## src/rtl/segload_pkg.sv

```systemverilog
package segload_pkg;

    localparam int ERR_W = 32;

    typedef enum logic [1:0] {
        ST_IDLE     = 2'd0,
        ST_LOAD     = 2'd1,
        ST_CHECK    = 2'd2,
        ST_PREFAULT = 2'd3
    } seq_state_e;

endpackage

```

## src/rtl/segload_ctrl.sv

```systemverilog
module segload_ctrl
    import segload_pkg::*;
#(
    parameter int NSEG = 6,
    parameter int IDXW = $clog2(NSEG)
) (
    input  logic            clk,
    input  logic            rst_n,
    input  logic            start,
    input  logic            image_ok,
    output seq_state_e      state,
    output logic [IDXW-1:0] idx,
    output logic            accept,
    output logic            load_en,
    output logic            check_en,
    output logic            finish,
    output logic            pre_fault,
    output logic            busy
);

    localparam logic [IDXW-1:0] LAST_IDX = IDXW'(NSEG - 1);

    seq_state_e      state_d;
    logic [IDXW-1:0] idx_d;

    // next-state decision
    always_comb begin
        state_d = state;
        idx_d   = idx;
        unique case (state)
            ST_IDLE: begin
                if (start) begin
                    idx_d   = '0;
                    state_d = image_ok ? ST_LOAD : ST_PREFAULT;
                end
            end
            ST_LOAD: begin
                if (idx == LAST_IDX) begin
                    state_d = ST_CHECK;
                    idx_d   = '0;
                end else begin
                    idx_d = idx + 1'b1;
                end
            end
            ST_CHECK: begin
                if (idx == LAST_IDX) begin
                    state_d = ST_IDLE;
                    idx_d   = '0;
                end else begin
                    idx_d = idx + 1'b1;
                end
            end
            ST_PREFAULT: begin
                state_d = ST_IDLE;
            end
            default: state_d = ST_IDLE;
        endcase
    end

    // state register
    always_ff @(posedge clk or negedge rst_n) begin
        if (!rst_n) begin
            state <= ST_IDLE;
            idx   <= '0;
        end else begin
            state <= state_d;
            idx   <= idx_d;
        end
    end

    // decoded controls
    always_comb begin
        accept    = (state == ST_IDLE) && start;
        load_en   = (state == ST_LOAD);
        check_en  = (state == ST_CHECK);
        pre_fault = (state == ST_PREFAULT);
        finish    = pre_fault || (check_en && (idx == LAST_IDX));
        busy      = (state != ST_IDLE);
    end

    // once loading, the walk advances by one each cycle whatever start does
    a_r8_load_walk_advances: assert property (@(posedge clk) disable iff (!rst_n)
        (state == ST_LOAD && idx != LAST_IDX) |=>
            (state == ST_LOAD && idx == $past(idx) + IDXW'(1)));

    // all loads complete before the first check slot
    a_r2_check_after_loads: assert property (@(posedge clk) disable iff (!rst_n)
        (state == ST_LOAD && idx == LAST_IDX) |=> (state == ST_CHECK && idx == '0));

    // busy persists until the finishing slot
    a_r10_busy_until_finish: assert property (@(posedge clk) disable iff (!rst_n)
        (busy && !finish) |=> busy);

    // the pre-commit path lasts one cycle
    a_r6_prefault_one_cycle: assert property (@(posedge clk) disable iff (!rst_n)
        (state == ST_PREFAULT) |=> (state == ST_IDLE));

endmodule

```

## src/rtl/segload_segfile.sv

```systemverilog
module segload_segfile #(
    parameter int NSEG = 6,
    parameter int SELW = 16,
    parameter int IDXW = $clog2(NSEG)
) (
    input  logic                 clk,
    input  logic                 rst_n,
    input  logic                 capture,
    input  logic                 commit_clear,
    input  logic [NSEG*SELW-1:0] image,
    input  logic                 load_en,
    input  logic                 check_en,
    input  logic [IDXW-1:0]      idx,
    input  logic [NSEG-1:0]      sel_ok,
    input  logic                 halted,
    output logic [NSEG*SELW-1:0] seg_regs,
    output logic [NSEG-1:0]      verified
);

    logic [SELW-1:0] img_q [NSEG];
    logic [SELW-1:0] seg_q [NSEG];

    for (genvar gi = 0; gi < NSEG; gi++) begin : g_seg
        localparam logic [IDXW-1:0] MY_IDX = IDXW'(gi);

        // captured image slot
        always_ff @(posedge clk or negedge rst_n) begin
            if (!rst_n) begin
                img_q[gi] <= '0;
            end else if (capture) begin
                img_q[gi] <= image[gi*SELW +: SELW];
            end
        end

        // architectural segment register
        always_ff @(posedge clk or negedge rst_n) begin
            if (!rst_n) begin
                seg_q[gi] <= '0;
            end else if (load_en && (idx == MY_IDX)) begin
                seg_q[gi] <= img_q[gi];
            end
        end

        // passed-check flag; never set once a failure is recorded
        always_ff @(posedge clk or negedge rst_n) begin
            if (!rst_n) begin
                verified[gi] <= 1'b0;
            end else if (commit_clear) begin
                verified[gi] <= 1'b0;
            end else if (check_en && (idx == MY_IDX) && !halted && sel_ok[gi]) begin
                verified[gi] <= 1'b1;
            end
        end

        assign seg_regs[gi*SELW +: SELW] = seg_q[gi];

        // a load slot writes the captured selector
        a_r2_load_value: assert property (@(posedge clk) disable iff (!rst_n)
            (load_en && idx == MY_IDX) |=> (seg_q[gi] == $past(img_q[gi])));

        // outside its own load slot a register never changes
        a_r6_hold_outside_load: assert property (@(posedge clk) disable iff (!rst_n)
            !(load_en && idx == MY_IDX) |=> $stable(seg_q[gi]));
    end

    // after the first failure nothing more gets verified
    a_r3_no_verify_after_fail: assert property (@(posedge clk) disable iff (!rst_n)
        (halted && !commit_clear) |=> $stable(verified));

endmodule

```

## src/rtl/segload_fault.sv

```systemverilog
module segload_fault
    import segload_pkg::*;
#(
    parameter int NSEG = 6,
    parameter int SELW = 16,
    parameter int OFFW = 32,
    parameter int IDXW = $clog2(NSEG)
) (
    input  logic                 clk,
    input  logic                 rst_n,
    input  logic                 accept,
    input  logic                 ext_event,
    input  logic [SELW-1:0]      image_sel,
    input  logic [SELW-1:0]      cur_code_sel,
    input  logic [OFFW-1:0]      cur_instr_off,
    input  logic [OFFW-1:0]      new_entry_off,
    input  logic                 check_en,
    input  logic                 finish,
    input  logic                 pre_fault,
    input  logic [IDXW-1:0]      idx,
    input  logic [NSEG-1:0]      sel_ok,
    input  logic [NSEG*SELW-1:0] seg_regs,
    output logic                 halted,
    output logic                 done,
    output logic                 fault,
    output logic [ERR_W-1:0]     err_code,
    output logic [SELW-1:0]      ret_sel,
    output logic [OFFW-1:0]      ret_off
);

    logic [SELW-1:0] seg_a [NSEG];
    for (genvar gi = 0; gi < NSEG; gi++) begin : g_unpack
        assign seg_a[gi] = seg_regs[gi*SELW +: SELW];
    end

    function automatic logic [ERR_W-1:0] form_err(input logic [SELW-1:0] sel,
                                                   input logic ext);
        return ERR_W'({sel[SELW-1:3], 2'b00, ext});
    endfunction

    logic            ext_q;
    logic [SELW-1:0] img_sel_q;
    logic [SELW-1:0] cur_sel_q;
    logic [OFFW-1:0] cur_off_q;
    logic [OFFW-1:0] new_off_q;
    logic [IDXW-1:0] fail_idx_q;
    logic            fail_now;
    logic            any_fail;
    logic [ERR_W-1:0] err_d;

    // switch context captured at the accepting edge
    always_ff @(posedge clk or negedge rst_n) begin
        if (!rst_n) begin
            ext_q     <= 1'b0;
            img_sel_q <= '0;
            cur_sel_q <= '0;
            cur_off_q <= '0;
            new_off_q <= '0;
        end else if (accept) begin
            ext_q     <= ext_event;
            img_sel_q <= image_sel;
            cur_sel_q <= cur_code_sel;
            cur_off_q <= cur_instr_off;
            new_off_q <= new_entry_off;
        end
    end

    always_comb begin
        fail_now = check_en && !halted && !sel_ok[idx];
        any_fail = halted || fail_now;
        if (pre_fault) begin
            err_d = form_err(img_sel_q, ext_q);
        end else if (fail_now) begin
            err_d = form_err(seg_a[idx], ext_q);
        end else if (halted) begin
            err_d = form_err(seg_a[fail_idx_q], ext_q);
        end else begin
            err_d = '0;
        end
    end

    // first-failure record
    always_ff @(posedge clk or negedge rst_n) begin
        if (!rst_n) begin
            halted     <= 1'b0;
            fail_idx_q <= '0;
        end else if (accept) begin
            halted     <= 1'b0;
            fail_idx_q <= '0;
        end else if (fail_now) begin
            halted     <= 1'b1;
            fail_idx_q <= idx;
        end
    end

    // completion outputs
    always_ff @(posedge clk or negedge rst_n) begin
        if (!rst_n) begin
            done     <= 1'b0;
            fault    <= 1'b0;
            err_code <= '0;
            ret_sel  <= '0;
            ret_off  <= '0;
        end else begin
            done  <= finish;
            fault <= finish && (pre_fault || any_fail);
            if (finish) begin
                err_code <= err_d;
                if (pre_fault) begin
                    ret_sel <= cur_sel_q;
                    ret_off <= cur_off_q;
                end else begin
                    ret_sel <= seg_a[0];
                    ret_off <= new_off_q;
                end
            end
        end
    end

    // fault only accompanies done
    a_r9_fault_with_done: assert property (@(posedge clk) disable iff (!rst_n)
        fault |-> done);

    // done is a single-cycle pulse
    a_r9_done_single: assert property (@(posedge clk) disable iff (!rst_n)
        done |=> !done);

    // the first failing index is kept for the rest of the checks
    a_r3_first_fail_kept: assert property (@(posedge clk) disable iff (!rst_n)
        (halted && !accept) |=> (halted && $stable(fail_idx_q)));

    // a clean switch reports a zero error code
    a_r5_clean_err_zero: assert property (@(posedge clk) disable iff (!rst_n)
        (done && !fault) |-> (err_code == '0));

endmodule

```

## src/rtl/segload_seq.sv

```systemverilog
module segload_seq
    import segload_pkg::*;
#(
    parameter int NSEG = 6,
    parameter int SELW = 16,
    parameter int OFFW = 32
) (
    input  logic                 clk,
    input  logic                 rst_n,
    input  logic                 start,
    input  logic                 image_ok,
    input  logic                 ext_event,
    input  logic [SELW-1:0]      image_sel,
    input  logic [NSEG*SELW-1:0] new_sels,
    input  logic [OFFW-1:0]      new_entry_off,
    input  logic [SELW-1:0]      cur_code_sel,
    input  logic [OFFW-1:0]      cur_instr_off,
    input  logic [NSEG-1:0]      sel_ok,
    output logic                 busy,
    output logic                 done,
    output logic                 fault,
    output logic [ERR_W-1:0]     err_code,
    output logic [SELW-1:0]      ret_sel,
    output logic [OFFW-1:0]      ret_off,
    output logic [NSEG*SELW-1:0] seg_regs,
    output logic [NSEG-1:0]      seg_verified
);

    localparam int IDXW = $clog2(NSEG);

    seq_state_e      state;
    logic [IDXW-1:0] idx;
    logic            accept;
    logic            load_en;
    logic            check_en;
    logic            finish;
    logic            pre_fault;
    logic            halted;
    logic            commit_clear;

    assign commit_clear = accept && image_ok;

    segload_ctrl #(.NSEG(NSEG), .IDXW(IDXW)) u_ctrl (
        .clk       (clk),
        .rst_n     (rst_n),
        .start     (start),
        .image_ok  (image_ok),
        .state     (state),
        .idx       (idx),
        .accept    (accept),
        .load_en   (load_en),
        .check_en  (check_en),
        .finish    (finish),
        .pre_fault (pre_fault),
        .busy      (busy)
    );

    segload_segfile #(.NSEG(NSEG), .SELW(SELW), .IDXW(IDXW)) u_segfile (
        .clk          (clk),
        .rst_n        (rst_n),
        .capture      (accept),
        .commit_clear (commit_clear),
        .image        (new_sels),
        .load_en      (load_en),
        .check_en     (check_en),
        .idx          (idx),
        .sel_ok       (sel_ok),
        .halted       (halted),
        .seg_regs     (seg_regs),
        .verified     (seg_verified)
    );

    segload_fault #(.NSEG(NSEG), .SELW(SELW), .OFFW(OFFW), .IDXW(IDXW)) u_fault (
        .clk           (clk),
        .rst_n         (rst_n),
        .accept        (accept),
        .ext_event     (ext_event),
        .image_sel     (image_sel),
        .cur_code_sel  (cur_code_sel),
        .cur_instr_off (cur_instr_off),
        .new_entry_off (new_entry_off),
        .check_en      (check_en),
        .finish        (finish),
        .pre_fault     (pre_fault),
        .idx           (idx),
        .sel_ok        (sel_ok),
        .seg_regs      (seg_regs),
        .halted        (halted),
        .done          (done),
        .fault         (fault),
        .err_code      (err_code),
        .ret_sel       (ret_sel),
        .ret_off       (ret_off)
    );

    // done arrives with the sequencer already idle
    a_r10_idle_at_done: assert property (@(posedge clk) disable iff (!rst_n)
        done |-> !busy);

endmodule

```

## config.mk

```make
export PLATFORM = sky130hd
export DESIGN_NAME = segload_seq
export DESIGN_NICKNAME = d
export VERILOG_FILES = /design/src/rtl/segload_pkg.sv /design/src/rtl/segload_ctrl.sv /design/src/rtl/segload_segfile.sv /design/src/rtl/segload_fault.sv /design/src/rtl/segload_seq.sv
export SDC_FILE = /design/constraint.sdc
export NUM_CORES = 1
export LEC_CHECK = 0
export CORE_UTILIZATION = 45
export DETAILED_ROUTE_END_ITERATION = 10
export PLACE_DENSITY = 0.83
export RECOVER_POWER = 25
export SLEW_MARGIN = 20
export SYNTH_ARGS = -nofsm -noshare
export SYNTH_HDL_FRONTEND = slang
export SYNTH_SLANG_ARGS = --single-unit
```

## constraint.sdc

```tcl
create_clock -name clk -period 1.75 [get_ports clk]
set_input_delay 0.2625 -clock clk [delete_from_list [all_inputs] [get_ports clk]]
set_output_delay 0.2625 -clock clk [all_outputs]
set_load 0.005 [all_outputs]
```

==> metrics.txt <==
status complete, but fails checks; violated checks setup timing; critical path class flop to flop; Setup-failing EPs final just over 100; number of synthesized flops with an enable pin 0; fmax between 500 and 600 MHz; Async SR Flop Fraction 100%; vias in the first global route 11600; grt total ovfl 0; dpl cells 1923; Leak around 10 nW; post-synthesis mux area share around a quarter; Primary FF master, synth dfrtp_1; largest area contributor in the netlist dfrtp_1; CTS tree yes; clk root buf clkbuf_16; cell internal pwr roughly 29 mW; die area ~0.035 mm^2; CP Data Arrival Time roughly 2.3 ns; initial antenna violation count 4; combinational family with the most area after synthesis multiplexers; Clock Skew approximately 0.022 ns; Vias between 10000 and 15000; total wire length 48200 um; largest net degree at the start of global routing 83; CTS H-tree depth 2; CORE AREA ~0.034 mm^2; Vias per Instance 5.40; R2R setup slack -0.07 ns; RSZ-0062 raised after global routing true; largest stage delay on the critical path ~0.45 ns; final instance area 0.0231 mm^2; Min-Delay Path Class primary input to async pin; WHS between 0.2 and 0.25 ns; CTS max path bufs 3; drt pass-1 iters 6; post-DR wirelength/cell around 23 um; PD cells between 1500 and 2000 mW/mm^2; Seq/Total Area, Yosys 59.3%; Final Non-Filler Cells 2087; nets@finish between 1500 and 2000; Mapped Cells around 1100; Routability Congestion 0.838; Area contributors post-synth dfrtp_1 59%, mux2_2 21%, mux2i_1 5.0%; Die H ~190 um; clk sinks between 300 and 400; Critical Path RT between 2 and 2.5 ns; Syn Area/Cell approximately 14 um^2; Setup WS post-layout -0.0652 ns; Compound-Gate Fraction of Synth Area roughly 6%; Synth Area in Adders less than 1%; Row Count between 60 and 70; VDD IR max 1240 uV; Synthesis Warnings 0; pre-CTS setup slack -0.245 ns; fillcell total 2236; slew margin rel. 35.6%; # Max-Cap Violations 0; Sw Share between 30% and 40%; post-route antenna net violation count 0; crit-path cells inv_2, ha_4, nand4b_1, buf_4, or3_4, o31ai_2; DP HPWL ~30000 um; CP startpoint kind flop; crit path buf inv count 2; Flop pwr share between 30% and 40%; Setup crit end kind flop; Synth Area in XOR/XNOR less than 1%; Syn Std Cell Area roughly 0.015 mm^2; Net Sw Power roughly 14 mW; clock power share about a fifth; Tcrit/Tclk final 104%; combinational share of power 44.7%; first-pass GRT wire length around 67000 um; most frequent cell after synthesis dfrtp_1; synthesized flop and latch total 365; area post-placement 0.0201 mm^2; Max Slew Vio Count 0; Initial DRC Count 652; Slew @ Worst Pin 0.966 ns; total global-route track usage around a quarter; top cells by count, synth 365 x dfrtp_1, 287 x mux2_2, 79 x o21ai_0; layout cells sized above 1 roughly a third; Initial Utilization 45.8%; die width between 150 and 200 um; port bufs around 370; Layout area overhead 50.0%; clock latency at the later pin of the worst-skew pair approximately 0.54 ns; # IOs 388; Remaining DRCs 0; minimum clock period about 1.8 ns; final hold violations 0; clock slew at reported path FFs about 0.07 ns; CTS Buf Count 39; Cell variety after synth 45; Post-Synth Simple-Gate Area 4.63%; crit-path max FO 6; Crit-path slowest cell or3_4; Synth top area share between 50% and 60%; CP delay by family, top simple AND/OR/NAND/NOR gates
routing by layer:
layer	global-route usage [%]	share of wire [%]	vias to the layer above	wire, um
met5	0	0.085	-	41
met4	8.48	3.0	6	1470
met3	6.75	6.5	94	3130
met2	42.7	50	416	24100
met1	29.8	40	5777	19500
li1	-	-	4967	-
worst paths after layout:
check / start / end / cells past startpoint
max reg2reg: u_ctrl.state[0] / u_fault.err_code[8] / 6
min in group clk: new_sels[20] / u_segfile.img_q[68] / 2
min: rst_n / u_segfile.seg_regs[75] / 2
min reg2reg: u_fault.cur_sel_q[10] / u_fault.ret_sel[10] / 2
max: u_ctrl.state[0] / u_fault.err_code[8] / 6
max in group asynchronous: rst_n / u_segfile.seg_regs[78] / 3
state kept, by name, indices dropped and copies added, names as in the netlist, 6 cells and up:
signal / count
u_segfile.verified: 6
u_fault.ret_sel: 16
u_segfile.seg_regs: 96
u_fault.ret_off: 32
u_fault.img_sel_q: 13
u_fault.err_code: 14
u_fault.cur_sel_q: 16
u_fault.new_off_q: 32
u_fault.cur_off_q: 32
u_segfile.img_q: 96
final cells by class:
| class | instances | area (um^2) | share of cell area, % |
|---|---|---|---|
| timing repair buffer | 524 | 5560 | 24.1 |
| sequential | 365 | 9150 | 39.6 |
| clock buffer | 49 | 1080 | 4.69 |
| tap | 448 | 561 | 2.43 |
| multi-input combinational | 672 | 6490 | 28.1 |
| antenna | 1 | 2.50 | 0.0108 |
| clock inverter | 18 | 218 | 0.942 |
| inverter | 10 | 40.0 | 0.173 |
cells in the final DEF (no fill, tap or decap), types with 6 or more instances in the layout:
| cell type | netlist | routed |
|---|---|---|
| o21ai_0 | 79 | 64 |
| mux2i_1 | 77 | 76 |
| a221oi_1 | 11 | 9 |
| inv_1 | 10 | 6 |
| mux2_4 | 0 | 98 |
| mux2_2 | 287 | 189 |
| clkbuf_16 | 0 | 56 |
| clkdlybuf4s50_1 | 0 | 340 |
| dfrtp_2 | 0 | 11 |
| clkinv_2 | 0 | 8 |
| dlymetal6s2s_1 | 0 | 9 |
| conb_1 | 1 | 18 |
| buf_12 | 0 | 21 |
| a21oi_1 | 19 | 8 |
| nand3b_1 | 14 | 14 |
| dlygate4sd2_1 | 0 | 15 |
| dfrtp_1 | 365 | 354 |
| nand2_1 | 53 | 51 |
| buf_4 | 21 | 94 |
| a21oi_2 | 0 | 11 |
| nor2b_1 | 16 | 15 |
| buf_6 | 2 | 15 |
| o31ai_2 | 0 | 11 |
| a211oi_1 | 14 | 14 |
| and3b_1 | 14 | 13 |
| nor2_1 | 13 | 13 |
| o21ai_1 | 0 | 14 |
power by group through the flow:
stage	combinational [mW]	clock [mW]	sequential [mW]
2_1_floorplan	8.13	0	14.8
3_3_place_gp	14.6	0	15.4
3_5_place_dp	15.2	0	15.7
4_1_cts	16.3	8.55	15.3
5_1_grt	20.5	8.91	16.0
6_report	19.3	8.44	15.5
logic make-up (layout without fill, tap and decap cells):
family	after synthesis	count (layout)
AO/OA/AOI/OAI	153	153
multiplexers	365	365
buffers and inverters	101	601
AND/OR/NAND/NOR	128	129
other	1	19
flip-flops	365	365
XOR/XNOR	1	1
adder cells (fa/ha/maj)	6	6
what timing repair did:
action / 4_1_cts / 5_1_grt
resized for setup: 39 / 188
setup buffers: 38 / 37
pin swaps: 2 / 16
cloned: 1 / 19
hold buffers: 1 / 0
endpoints found under the hold margin: 118 / 0
endpoints found under the setup margin: 139 / 217
stage by stage:
stage	utilization [%]	TNS, ns	power [mW]
6_report	68.7	-2.24	43.3
5_1_grt	68.7	-10.17	45.4
4_1_cts	64.6	-0.450	40.2
3_5_place_dp	59.6	-10.18	30.9
3_3_place_gp	59.6	-4.25	30.1
2_1_floorplan	-	-4.09	22.9
Note: power is estimated with default switching activity, not from simulation.
